**src/rtl/ldfmt_pkg.sv**
```systemverilog
package ldfmt_pkg;

    // Load kind codes; the numeric values are part of the interface.
    typedef enum logic [2:0] {
        KIND_SB  = 3'd0,
        KIND_SH  = 3'd1,
        KIND_SW  = 3'd2,
        KIND_D   = 3'd3,
        KIND_UB  = 3'd4,
        KIND_UH  = 3'd5,
        KIND_UW  = 3'd6,
        KIND_RSV = 3'd7
    } load_kind_e;

    localparam int unsigned BYTE_W = 8;

endpackage

```
**src/rtl/ldfmt_lane_shift.sv**
```systemverilog
module ldfmt_lane_shift #(
    parameter int unsigned DATA_W = 64,
    localparam int unsigned LANES = DATA_W / ldfmt_pkg::BYTE_W,
    localparam int unsigned OFS_W = $clog2(LANES)
) (
    input  logic [DATA_W-1:0] raw,
    input  logic [OFS_W-1:0]  ofs,
    output logic [DATA_W-1:0] aligned
);
    // One candidate per byte lane; zeros enter from the top.
    logic [DATA_W-1:0] cand [LANES];

    for (genvar g = 0; g < LANES; g++) begin : g_lane
        assign cand[g] = raw >> (ldfmt_pkg::BYTE_W * g);
    end

    assign aligned = cand[ofs];
endmodule

```
**src/rtl/ldfmt_extend.sv**
```systemverilog
module ldfmt_extend #(
    parameter int unsigned DATA_W = 64,
    localparam int unsigned HALF_W = 16,
    localparam int unsigned WORD_W = 32
) (
    input  logic [DATA_W-1:0]      aligned,
    input  ldfmt_pkg::load_kind_e  kind,
    input  logic                   fp_dest,
    output logic [DATA_W-1:0]      value
);
    import ldfmt_pkg::*;

    always_comb begin
        value = '0;
        unique case (kind)
            KIND_SB: value = {{(DATA_W-BYTE_W){aligned[BYTE_W-1]}}, aligned[BYTE_W-1:0]};
            KIND_SH: value = {{(DATA_W-HALF_W){aligned[HALF_W-1]}}, aligned[HALF_W-1:0]};
            KIND_SW: value = fp_dest ? aligned
                           : {{(DATA_W-WORD_W){aligned[WORD_W-1]}}, aligned[WORD_W-1:0]};
            KIND_D:  value = aligned;
            KIND_UB: value = {{(DATA_W-BYTE_W){1'b0}}, aligned[BYTE_W-1:0]};
            KIND_UH: value = {{(DATA_W-HALF_W){1'b0}}, aligned[HALF_W-1:0]};
            KIND_UW: value = {{(DATA_W-WORD_W){1'b0}}, aligned[WORD_W-1:0]};
            KIND_RSV: value = '0;
            default: value = '0;
        endcase
    end
endmodule

```
**src/rtl/ldfmt_out_stage.sv**
```systemverilog
module ldfmt_out_stage #(
    parameter int unsigned DATA_W = 64
) (
    input  logic              clk,
    input  logic              rst_n,
    input  logic              up_valid,
    output logic              up_ready,
    input  logic [DATA_W-1:0] up_value,
    output logic              dn_valid,
    input  logic              dn_ready,
    output logic [DATA_W-1:0] dn_value
);
    typedef struct packed {
        logic              valid;
        logic [DATA_W-1:0] value;
    } stage_t;

    stage_t st_d, st_q;

    always_comb begin
        st_d = st_q;
        up_ready = !st_q.valid || dn_ready;
        if (up_valid && up_ready) begin
            st_d.valid = 1'b1;
            st_d.value = up_value;
        end else if (dn_ready) begin
            st_d.valid = 1'b0;
        end
    end

    always_ff @(posedge clk) begin
        if (!rst_n) begin
            st_q <= '0;
        end else begin
            st_q <= st_d;
        end
    end

    assign dn_valid = st_q.valid;
    assign dn_value = st_q.value;

    assert_stall_hold_R8: assert property (@(posedge clk) disable iff (!rst_n)
        dn_valid && !dn_ready |=> dn_valid && $stable(dn_value))
        else $error("output changed during stall");

    assert_stall_blocks_R8: assert property (@(posedge clk) disable iff (!rst_n)
        dn_valid && !dn_ready |-> !up_ready)
        else $error("input accepted during stall");

    assert_one_cycle_R7: assert property (@(posedge clk) disable iff (!rst_n)
        up_valid && up_ready |=> dn_valid)
        else $error("accepted load missing next cycle");

    assert_reset_idle_R9: assert property (@(posedge clk)
        !rst_n |=> !dn_valid)
        else $error("valid after reset");
endmodule

```
**src/rtl/ldfmt_top.sv**
```systemverilog
module ldfmt_top #(
    parameter int unsigned DATA_W = 64,
    localparam int unsigned LANES = DATA_W / ldfmt_pkg::BYTE_W,
    localparam int unsigned OFS_W = $clog2(LANES)
) (
    input  logic              clk,
    input  logic              rst_n,
    input  logic              in_valid,
    output logic              in_ready,
    input  logic [DATA_W-1:0] in_data,
    input  logic [OFS_W-1:0]  in_offset,
    input  logic [2:0]        in_kind,
    input  logic              in_fp_dest,
    output logic              out_valid,
    input  logic              out_ready,
    output logic [DATA_W-1:0] out_value
);
    import ldfmt_pkg::*;

    logic [DATA_W-1:0] aligned;
    logic [DATA_W-1:0] formatted;
    load_kind_e        kind;

    assign kind = load_kind_e'(in_kind);

    ldfmt_lane_shift #(.DATA_W(DATA_W)) u_shift (
        .raw     (in_data),
        .ofs     (in_offset),
        .aligned (aligned)
    );

    ldfmt_extend #(.DATA_W(DATA_W)) u_ext (
        .aligned (aligned),
        .kind    (kind),
        .fp_dest (in_fp_dest),
        .value   (formatted)
    );

    ldfmt_out_stage #(.DATA_W(DATA_W)) u_stage (
        .clk      (clk),
        .rst_n    (rst_n),
        .up_valid (in_valid),
        .up_ready (in_ready),
        .up_value (formatted),
        .dn_valid (out_valid),
        .dn_ready (out_ready),
        .dn_value (out_value)
    );

    logic take;
    assign take = in_valid && in_ready;

    assert_unsigned_byte_R3: assert property (@(posedge clk) disable iff (!rst_n)
        take && in_kind == 3'd4 |=> out_value[DATA_W-1:BYTE_W] == '0)
        else $error("unsigned byte has upper bits set");

    assert_signed_byte_R2: assert property (@(posedge clk) disable iff (!rst_n)
        take && in_kind == 3'd0 |=> out_value[DATA_W-1:BYTE_W] == {(DATA_W-BYTE_W){out_value[BYTE_W-1]}})
        else $error("signed byte not sign-extended");

    assert_reserved_zero_R6: assert property (@(posedge clk) disable iff (!rst_n)
        take && in_kind == 3'd7 |=> out_value == '0)
        else $error("reserved kind produced nonzero");

    assert_lane_zero_R1: assert property (@(posedge clk) disable iff (!rst_n)
        take && in_kind == 3'd3 && in_offset == OFS_W'(LANES-1) |=> out_value[DATA_W-1:BYTE_W] == '0)
        else $error("top lane shift did not zero-fill");
endmodule

```
**config.mk**
```make
export PLATFORM = sky130hd
export DESIGN_NAME = ldfmt_top
export DESIGN_NICKNAME = d
export VERILOG_FILES = /design/src/rtl/ldfmt_pkg.sv /design/src/rtl/ldfmt_lane_shift.sv /design/src/rtl/ldfmt_extend.sv /design/src/rtl/ldfmt_out_stage.sv /design/src/rtl/ldfmt_top.sv
export SDC_FILE = /design/constraint.sdc
export NUM_CORES = 1
export LEC_CHECK = 0
export ABC_CLOCK_PERIOD_IN_PS = 2500
export BUFFER_PORTS_ARGS = -buffer_cell sky130_fd_sc_hd__buf_2
export CAP_MARGIN = 20
export CELL_PAD_IN_SITES_DETAIL_PLACEMENT = 0
export CELL_PAD_IN_SITES_GLOBAL_PLACEMENT = 1
export CORE_ASPECT_RATIO = 1.1
export CORE_MARGIN = 3
export CORE_UTILIZATION = 37
export DETAILED_ROUTE_END_ITERATION = 10
export HOLD_SLACK_MARGIN = 0.12
export PLACE_DENSITY_LB_ADDON = 0.3
export SLEW_MARGIN = 20
export SYNTH_ARGS = -nofsm -noshare
export SYNTH_HDL_FRONTEND = slang
export SYNTH_SLANG_ARGS = --single-unit
```
**constraint.sdc**
```tcl
create_clock -name clk -period 2.5 [get_ports clk]
set_input_delay 0.25 -clock clk [delete_from_list [all_inputs] [get_ports clk]]
set_output_delay 0.25 -clock clk [all_outputs]
set_load 0.01 [all_outputs]
```
-- Yosys cells after proc, flatten, opt, wreduce, memory -nomap -nowiden
Index checks and enable logic that the tools add are counted.
- equality and inequality tests: 7
- muxes and demuxes: 7
- $lt $le $gt $ge: 1
- multiply operators: 0
- reductions and logical operators: 5
- shift operators: 0
- divide/modulo/power cells: 0
- bitwise operators: 1
- add/subtract/negate cells: 0
- operator list (cell ; number):
    case mux 64 bit (8 select lines) ; 1
    binary-select mux 64 bit (select 3 bit) ; 1
    2-to-1 mux 64 bit ; 3
    equality test 3 bit, second input constant ; 4
    equality test 3 x 2 -> 1 bit, second input constant ; 2
    greater-or-equal comparator 4 bit, second input constant ; 1
    inverter 3 -> 4 bit ; 1
    equality test 3 x 1 -> 1 bit, second input constant ; 1
    logical NOT 3 bit ; 1
    2-to-1 mux 1 bit ; 2
    nonzero test 2 bit ; 1
    logical AND 1 bit ; 1
    logical NOT 1 bit ; 1
    logical OR 1 bit ; 1
- register bits: 65
- ROM bits: 0
- latch bits: 0
- memory bits (writable): 0
- memories kept: 0
- word-level logic and storage cells: 23
- input port bits: 75

-- Logic depth before layout (Yosys ltp)
Gate-level depths: netlist of run 1.
- word-level depth: 6
- gate-level depth with buffers: 9
- depth with buffers taken out: 5

-- By module
From an unflattened synthesis of run 1, not the netlist that was laid out.
- cells, all modules: 631
- area total of the unflattened synthesis: 5222.5 um^2
- by module, submodules not included (module ; cells an instance ; seq. area each (um^2) ; area each (um^2) ; instances):
    ldfmt_out_stage ; 282 ; 1301.2 ; 2655.0 ; 1
    ldfmt_lane_shift ; 230 ; 0.0 ; 1876.8 ; 1
    ldfmt_extend ; 119 ; 0.0 ; 690.7 ; 1

-- Least setup slack after synthesis of run 1
Ideal clock, no wire load.
- path type: input -> register
- start point: input in_offset[0]
- end point: register u_stage.st_q, in the netlist u_stage.dn_value[32]
- slack: 0.434 ns
- arrival time: 1.947 ns
- cell stages on the path: 8
- setup time: 0.119 ns
- data required time: 2.381 ns
- path through: buf_6 > nor2b_4 > buf_6 > and3_4 > o31a_1 > a2111o_1 > buf_6 > o221a_2
- longest elaborated chain between the ends: 6
- ends and longest elaborated chain (element ; line ; source):
    start: declaration ; ldfmt_top.sv:11 ; input logic [OFS_W-1:0] in_offset,
    inverter 3 -> 4 bit (implied by the code) * ; ldfmt_lane_shift.sv:17 ; assign aligned = cand[ofs];
    binary-select mux 64 bit (select 3 bit) * ; ldfmt_lane_shift.sv:17 ;
    2-to-1 mux 64 bit (implied by the code) * (2 in series) ; ldfmt_lane_shift.sv:17 ;
    2-to-1 mux 64 bit ; ldfmt_extend.sv:18 ; KIND_SW: value = fp_dest ? aligned
    case mux 64 bit (8 select lines) * ; ldfmt_extend.sv:15 ; unique case (kind)
    end signal: assignment ; ldfmt_out_stage.sv:35 ; st_q <= st_d;
    end: declaration ; ldfmt_out_stage.sv:18 ; stage_t st_d, st_q;
Every way passes the cells marked *; elsewhere a longest branch is shown, timed or not. The select of a mux whose other input is x is not followed.
A chain may end at the register's enable or synchronous reset.

-- Worst setup path in the final report of run 1
- start point: input in_offset[1]
- end point: register u_stage.st_q, in the netlist u_stage.dn_value[52]
The elaborated chain is that of the path after synthesis.

==> summary.txt, run 1 <==
WP data arrival: 2.30 ns
Sw Share: 0.293
GRT Util Overall: 0.239
Wire length per cell: 20.1 um
Cell Pwr Density: 602 nW/um^2
HP Class: in2reg
Via count: 4283
Crit Path Category: in2reg
TNS Setup: 0 ns
Yosys cell types: 49
Worst Path Required: 2.73 ns
Synthesized Nets: 557
Nets: 683
Layout cells sized above 1: 0.384
Drt initial violations: 221
Row cnt: 40
Commonest non-fill, non-tap cell in the layout: buf_2
Starting density of the core: 0.380
Inserted Clock Buffers: 9
Pin count of the biggest net entering global routing: 58
Seq/Total Area, Yosys: 0.311
Avg Cell Area, Syn: 8.69 um^2
Antenna-violating nets left: 0
TritonCTS clock tree: done
Post-CTS Hold Buffers: 0
Clock Latency Late Sink: 0.34 ns
Slew @ Worst Pin: 0.798 ns
Worst VDD drop: 0.312 mV
Port Buffers: 140
Die area: 12600 um^2
Worst slew margin: 0.464
Sw power: 0.000938 W
Finish-stage setup viols: 0
Internal Power: 0.00227 W
Mapped cell area: 4190 um^2
Clock Skew: 0.00335 ns
Placeable Area: 11000 um^2
Final hold viol count: 0
Final period util: 0.831
Startpoint class of the critical path: input pin
Synth top area share: 0.311
Yosys warns: 0
Crit path time final: 2.08 ns
CTS Sinks: 65
Vias per std cell: 5.64
Comb pwr share: 0.241
Highest-count cells in the layout ignoring fill and taps: 139 x buf_2, 65 x dfxtp_1, 63 x nand2_1
FF-to-FF path depth: 4
Io pins: 141
Post-synth ARST share: 0
Multi-input gate area: 2640 um^2
Sequential group share of total power: 0.364
Clk buf depth: 2
Initial antenna violation count: 0
Max Freq: 482 MHz
Primary FF master, synth: dfxtp_1
DIE HEIGHT: 118 um
# diodes: 0
First-pass GRT wire length: 23200 um
Leak: 2.41 nW
Placer Congestion: 0.933
Cells after Synth: 482
Die boundary width: 107 um
# Max-Cap Violations: 0
DRT Wirelength: 15200 um
Area growth from synthesis to layout: 27.1%
Status: completed
Critical Path End Type: register
Synth top area cells: dfxtp_1 31%, mux2i_1 11%, o221a_2 6.2%
H-Tree Depth: 3
Clock root cell: clkbuf_16
Setup bufs post-CTS: 0
Layout Cell Area excl Fill: 5320 um^2
Hold path depth: 3
Vias in the first global route: 4137
Fill count: 1174
Max Transition Viols Final: 0
Post-cts sizing count: 0
Post-synth EDFFs: 0
DR pass1 iterations: 5
Residual overflow from global routing: 0
Placed Area: 5020 um^2
Clock slew at reported path FFs: 0.05 ns
Clk network pwr share: 0.395
CP max FO: 17
RSZ-0062 raised after global routing: false
FF/Latch Area: 1300 um^2
Post-DP HPWL: 11800 um
Post-route DRC violation count: 0
Area leader, netlist: dfxtp_1
#FFs+latches synth: 65
## kinds of logic after synthesis
logic type             Yosys count  synth area share
AO/OA/AOI/OAI                  152             0.272
flip-flops                      65             0.311
AND/OR/NAND/NOR                139             0.149
multiplexers                    75             0.210
buffers and inverters           51            0.0583
## state kept, by name, indices dropped and copies added (netlist names)
register	count
u_stage.dn_value	64
u_stage.dn_valid	1
## area by class of cell
| type | instances | share of cell area |
|---|---|---|
| multi-input cells | 366 | 0.497 |
| inverters | 4 | 0.00282 |
| clock buffers | 12 | 0.0482 |
| repair buffers | 162 | 0.166 |
| well taps | 147 | 0.0346 |
| flip-flops and latches | 65 | 0.245 |
| clock inverters | 3 | 0.00752 |
## per-layer routing
metal / wire [um] / global-route usage / up-vias / share of wire
li1: - / - / 2057 / -
met1: 6570 / 0.310 / 2032 / 0.43
met2: 7270 / 0.390 / 169 / 0.48
met3: 1070 / 0.0609 / 25 / 0.070
met4: 331 / 0.0726 / 0 / 0.022
met5: 0 / 0 / - / 0
## synth_stat cells, types with 4 or more instances
library cell	number
a32oi_1	4
and2_1	4
nand2b_1	13
o221a_2	23
a211oi_1	19
o2bb2ai_1	7
a21o_1	4
a21oi_1	28
buf_6	4
mux2_2	20
mux4_2	8
nor2_1	35
clkbuf_1	26
o211ai_1	7
o221ai_1	7
nor3_1	6
mux2i_1	46
a21boi_0	6
buf_2	15
o21ai_0	27
nand2_1	63
nor2b_1	4
dfxtp_1	65
nand3_1	6
## metrics by stage
| stage | total power (W) | utilization | hold WS (ns) | instances | worst slack, ns |
|---|---|---|---|---|---|
| 3_5_place_dp | 0.00195 | 0.456 | 0.462 | 744 | 0.107 |
| 2_1_floorplan | 0.00164 | - | 0.389 | 482 | 0.434 |
| 5_1_grt | 0.00334 | 0.483 | 0.207 | 759 | 0.317 |
| 4_1_cts | 0.00321 | 0.483 | 0.171 | 759 | 0.457 |
| 3_3_place_gp | 0.00195 | 0.456 | 0.452 | 744 | 0.151 |
| 6_report | 0.00320 | 0.483 | 0.176 | 759 | 0.424 |
## critical path, cell delays in order
cell	delay, ns
buf_2	0.26
mux2_2	0.40
a32oi_1	0.15
o21ai_1	0.16
a2111o_1	0.71
o221a_2	0.35
## power by group through the flow
stage | combinational [W] | clock, W | sequential [W]
2_1_floorplan | 0.000424 | 0 | 0.00122
3_3_place_gp | 0.000758 | 0 | 0.00119
3_5_place_dp | 0.000765 | 0 | 0.00119
4_1_cts | 0.000767 | 0.00128 | 0.00117
5_1_grt | 0.000836 | 0.00133 | 0.00118
6_report | 0.000771 | 0.00127 | 0.00117
## path summary, 6_finish.rpt
kind	from	endpoint	slack (ns)
worst min-delay path	in_valid	u_stage.dn_valid	0.18
worst max register to register	u_stage.dn_valid	u_stage.dn_value[52]	0.74
worst max-delay path	in_offset[1]	u_stage.dn_value[52]	0.42
worst min register to register	u_stage.dn_value[5]	u_stage.dn_value[5]	0.47
(Power assumes the default switching activity.)
==> run 2, diff against run 1 <==
--- a/config.mk
+++ b/config.mk
@@ -5,14 +5,14 @@
 export SDC_FILE = /design/constraint.sdc
 export NUM_CORES = 1
 export LEC_CHECK = 0
-export ABC_CLOCK_PERIOD_IN_PS = 2500
+export ABC_CLOCK_PERIOD_IN_PS = 1700
 export BUFFER_PORTS_ARGS = -buffer_cell sky130_fd_sc_hd__buf_2
 export CAP_MARGIN = 20
 export CELL_PAD_IN_SITES_DETAIL_PLACEMENT = 0
 export CELL_PAD_IN_SITES_GLOBAL_PLACEMENT = 1
 export CORE_ASPECT_RATIO = 1.1
 export CORE_MARGIN = 3
-export CORE_UTILIZATION = 37
+export CORE_UTILIZATION = 34
 export DETAILED_ROUTE_END_ITERATION = 10
 export HOLD_SLACK_MARGIN = 0.12
 export PLACE_DENSITY_LB_ADDON = 0.3
==> constraint.sdc (replaced) <==
create_clock -name clk -period 1.7 [get_ports clk]
set_input_delay 0.17 -clock clk [delete_from_list [all_inputs] [get_ports clk]]
set_output_delay 0.17 -clock clk [all_outputs]
set_load 0.01 [all_outputs]
==> run 2 against run 1 <==
Compared with the run above:
- core utilization increased by 2.5 points
- largest cell class unchanged
- global-route usage shrank 0.76 points
- largest power group unchanged
- wire length rose by 5.2%
- clock skew about the same
==> summary.txt, run 2 (synthesized netlist as in run 1, its figures left out) <==
Highest-count cells in the layout ignoring fill and taps: 138 x buf_2, 72 x buf_4, 65 x dfxtp_1 (was 139 x buf_2, 65 x dfxtp_1, 63 x nand2_1)
Worst r2r src: u_stage.dn_valid (unchanged)
Post-Route M1 WL: 7310 um (was 6570 um)
Worst slew margin: 0.601 (was 0.464)
Leak: 2.75 nW (was 2.41 nW)
Antenna-violating nets left: 0 (unchanged)
Port Buffers: 140 (unchanged)
Metal3 WL: 1210 um (was 1070 um)
Startpoint class of the critical path: input pin (unchanged)
Final period util: 0.978
Crit path time final: 1.66 ns
Placed Area: 5640 um^2 (was 5020 um^2)
RSZ-0062 raised after global routing: false (unchanged)
Slew @ Worst Pin: 0.594 ns (was 0.798 ns)
HP Class: in2reg (unchanged)
Cell Pwr Density: 802 nW/um^2 (was 602 nW/um^2)
WP data arrival: 1.89 ns (was 2.30 ns)
H-Tree Depth: 3 (unchanged)
CTS Sinks: 65 (unchanged)
Layout cells sized above 1: 0.459 (was 0.384)
First-pass GRT wire length: 24900 um (was 23200 um)
DRT Wirelength: 16000 um (was 15200 um)
Placeable Area: 11700 um^2 (was 11000 um^2)
Layout Cell Area excl Fill: 5970 um^2 (was 5320 um^2)
Post-DP HPWL: 12600 um (was 11800 um)
DR pass1 iterations: 5 (unchanged)
Worst Path Required: 1.92 ns (was 2.73 ns)
Finish-stage setup viols: 0 (unchanged)
Post-Route Utilization: 0.508 (was 0.483)
FF-to-FF End: u_stage.dn_value[63] (was u_stage.dn_value[52])
Crit Path Category: in2reg (unchanged)
Inserted Clock Buffers: 9 (unchanged)
TNS Setup: 0 ns (unchanged)
Pin count of the biggest net entering global routing: 35 (was 58)
# Max-Cap Violations: 0 (unchanged)
Die area: 13700 um^2 (was 12600 um^2)
Max Transition Viols Final: 0 (unchanged)
Clock root cell: clkbuf_16 (unchanged)
CP startpoint: in_offset[1] (unchanged)
Crit path capture: u_stage.dn_value[63] (was u_stage.dn_value[52])
Post-route DRC violation count: 0 (unchanged)
Starting density of the core: 0.356 (was 0.380)
Nets: 739 (was 683)
Status: completed (unchanged)
Initial antenna violation count: 0 (unchanged)
Drt initial violations: 331 (was 221)
Max Freq: 601 MHz
Final hold viol count: 0 (unchanged)
Total power: 0.00479 W (was 0.00320 W)
FF-to-FF path depth: 7 (was 4)
Clock Latency Late Sink: 0.34 ns (about the same)
Worst VDD drop: 0.416 mV (was 0.312 mV)
Highest metal layer with signal wires: met4 (unchanged)
Residual overflow from global routing: 0 (unchanged)
TritonCTS clock tree: done (unchanged)
Vias in the first global route: 4517 (was 4137)
Row cnt: 41 (was 40)
DIE HEIGHT: 122 um (was 118 um)
Max reg flops: 64 (unchanged)
Reg2Reg Setup Slack: 0.08 ns (was 0.74 ns)
Clock Skew: 0.00365 ns (was 0.00335 ns)
Clock slew at reported path FFs: 0.06 ns (was 0.05 ns)
Io pins: 141 (unchanged)
Die boundary width: 112 um (was 107 um)
GRT Util Overall: 0.231 (was 0.239)
Via count: 4454 (was 4283)
CP max FO: 9 (was 17)
Finished Layout Cells: 819 (was 759)
Placer Congestion: 0.938 (was 0.933)
Wire length per cell: 19.6 um (was 20.1 um)
Critical Path End Type: register (unchanged)
Area growth from synthesis to layout: 42.6% (was 27.1%)
Clk buf depth: 2 (unchanged)
# diodes: 0 (unchanged)
Commonest non-fill, non-tap cell in the layout: buf_2 (unchanged)
Placed insts: 800 (was 744)
Vias per std cell: 5.44 (was 5.64)
Wire length on met2: 7200 um (was 7270 um)
-- run 2: worst min path at each step --
stage | end | slack (ns) | depth (start not counted) | start
3_5_place_dp | u_stage.dn_value[7] | 0.46 | 2 | u_stage.dn_value[7]
5_1_grt | u_stage.dn_value[60] | 0.16 | 3 | in_data[60]
6_report | u_stage.dn_value[60] | 0.15 | 3 | in_data[60]
3_3_place_gp | u_stage.dn_valid | 0.43 | 3 | in_valid
2_1_floorplan | u_stage.dn_valid | 0.31 | 2 | in_valid
4_1_cts | u_stage.dn_value[59] | 0.14 | 3 | in_data[59]
-- run 2: metrics by stage --
step / hold slack (ns) / setup slack [ns]
detailed placement: 0.457 / -0.361
floorplan: 0.309 / -0.199
global placement: 0.432 / -0.316
CTS: 0.137 / 0.0711
finish: 0.146 / 0.0372
global route: 0.156 / 0.00702
-- run 2: worst max-delay path: stages --
cell       delay [ns]
buf_4            0.18
mux2i_4          0.26
o22ai_2          0.11
o31a_1           0.32
buf_4            0.16
a2111oi_4        0.25
buf_4            0.20
clkbuf_16        0.17
a211oi_1         0.06
-- run 2: layer usage --
metal / global-route usage / vias to the layer above
li1: - / 2158
met1: 0.320 / 2076
met2: 0.361 / 193
met3: 0.0483 / 27
met4: 0.0783 / 0
met5: 0 / -
-- run 2: area by class of cell --
class,instances,area [um^2]
inverter,4,15.0
clock buffer,9,225
sequential,65,1300
fill,1095,5780
multi-input combinational,366,2810
clock inverter,7,53.8
tap,150,188
timing repair buffer,218,1380
-- run 2: repair_timing --
action / 4_1_cts / 5_1_grt
setup endpoints to repair: 5 / 7
gates cloned: 0 / 1
setup buffers: 0 / 1
gates resized for setup: 1 / 2
pin swaps: 0 / 1
hold buffers: 1 / 0
endpoints found under the hold margin: 1 / 0
-- run 2: where the power goes --
group | internal [W] | switching, W | leakage, nW | total (W)
combinational | 0.000625 | 0.000711 | 2.09 | 0.00134
clock | 0.000995 | 0.000740 | 0.128 | 0.00174
sequential | 0.00165 | 0.0000667 | 0.537 | 0.00171
total | 0.00327 | 0.00152 | 2.75 | 0.00479
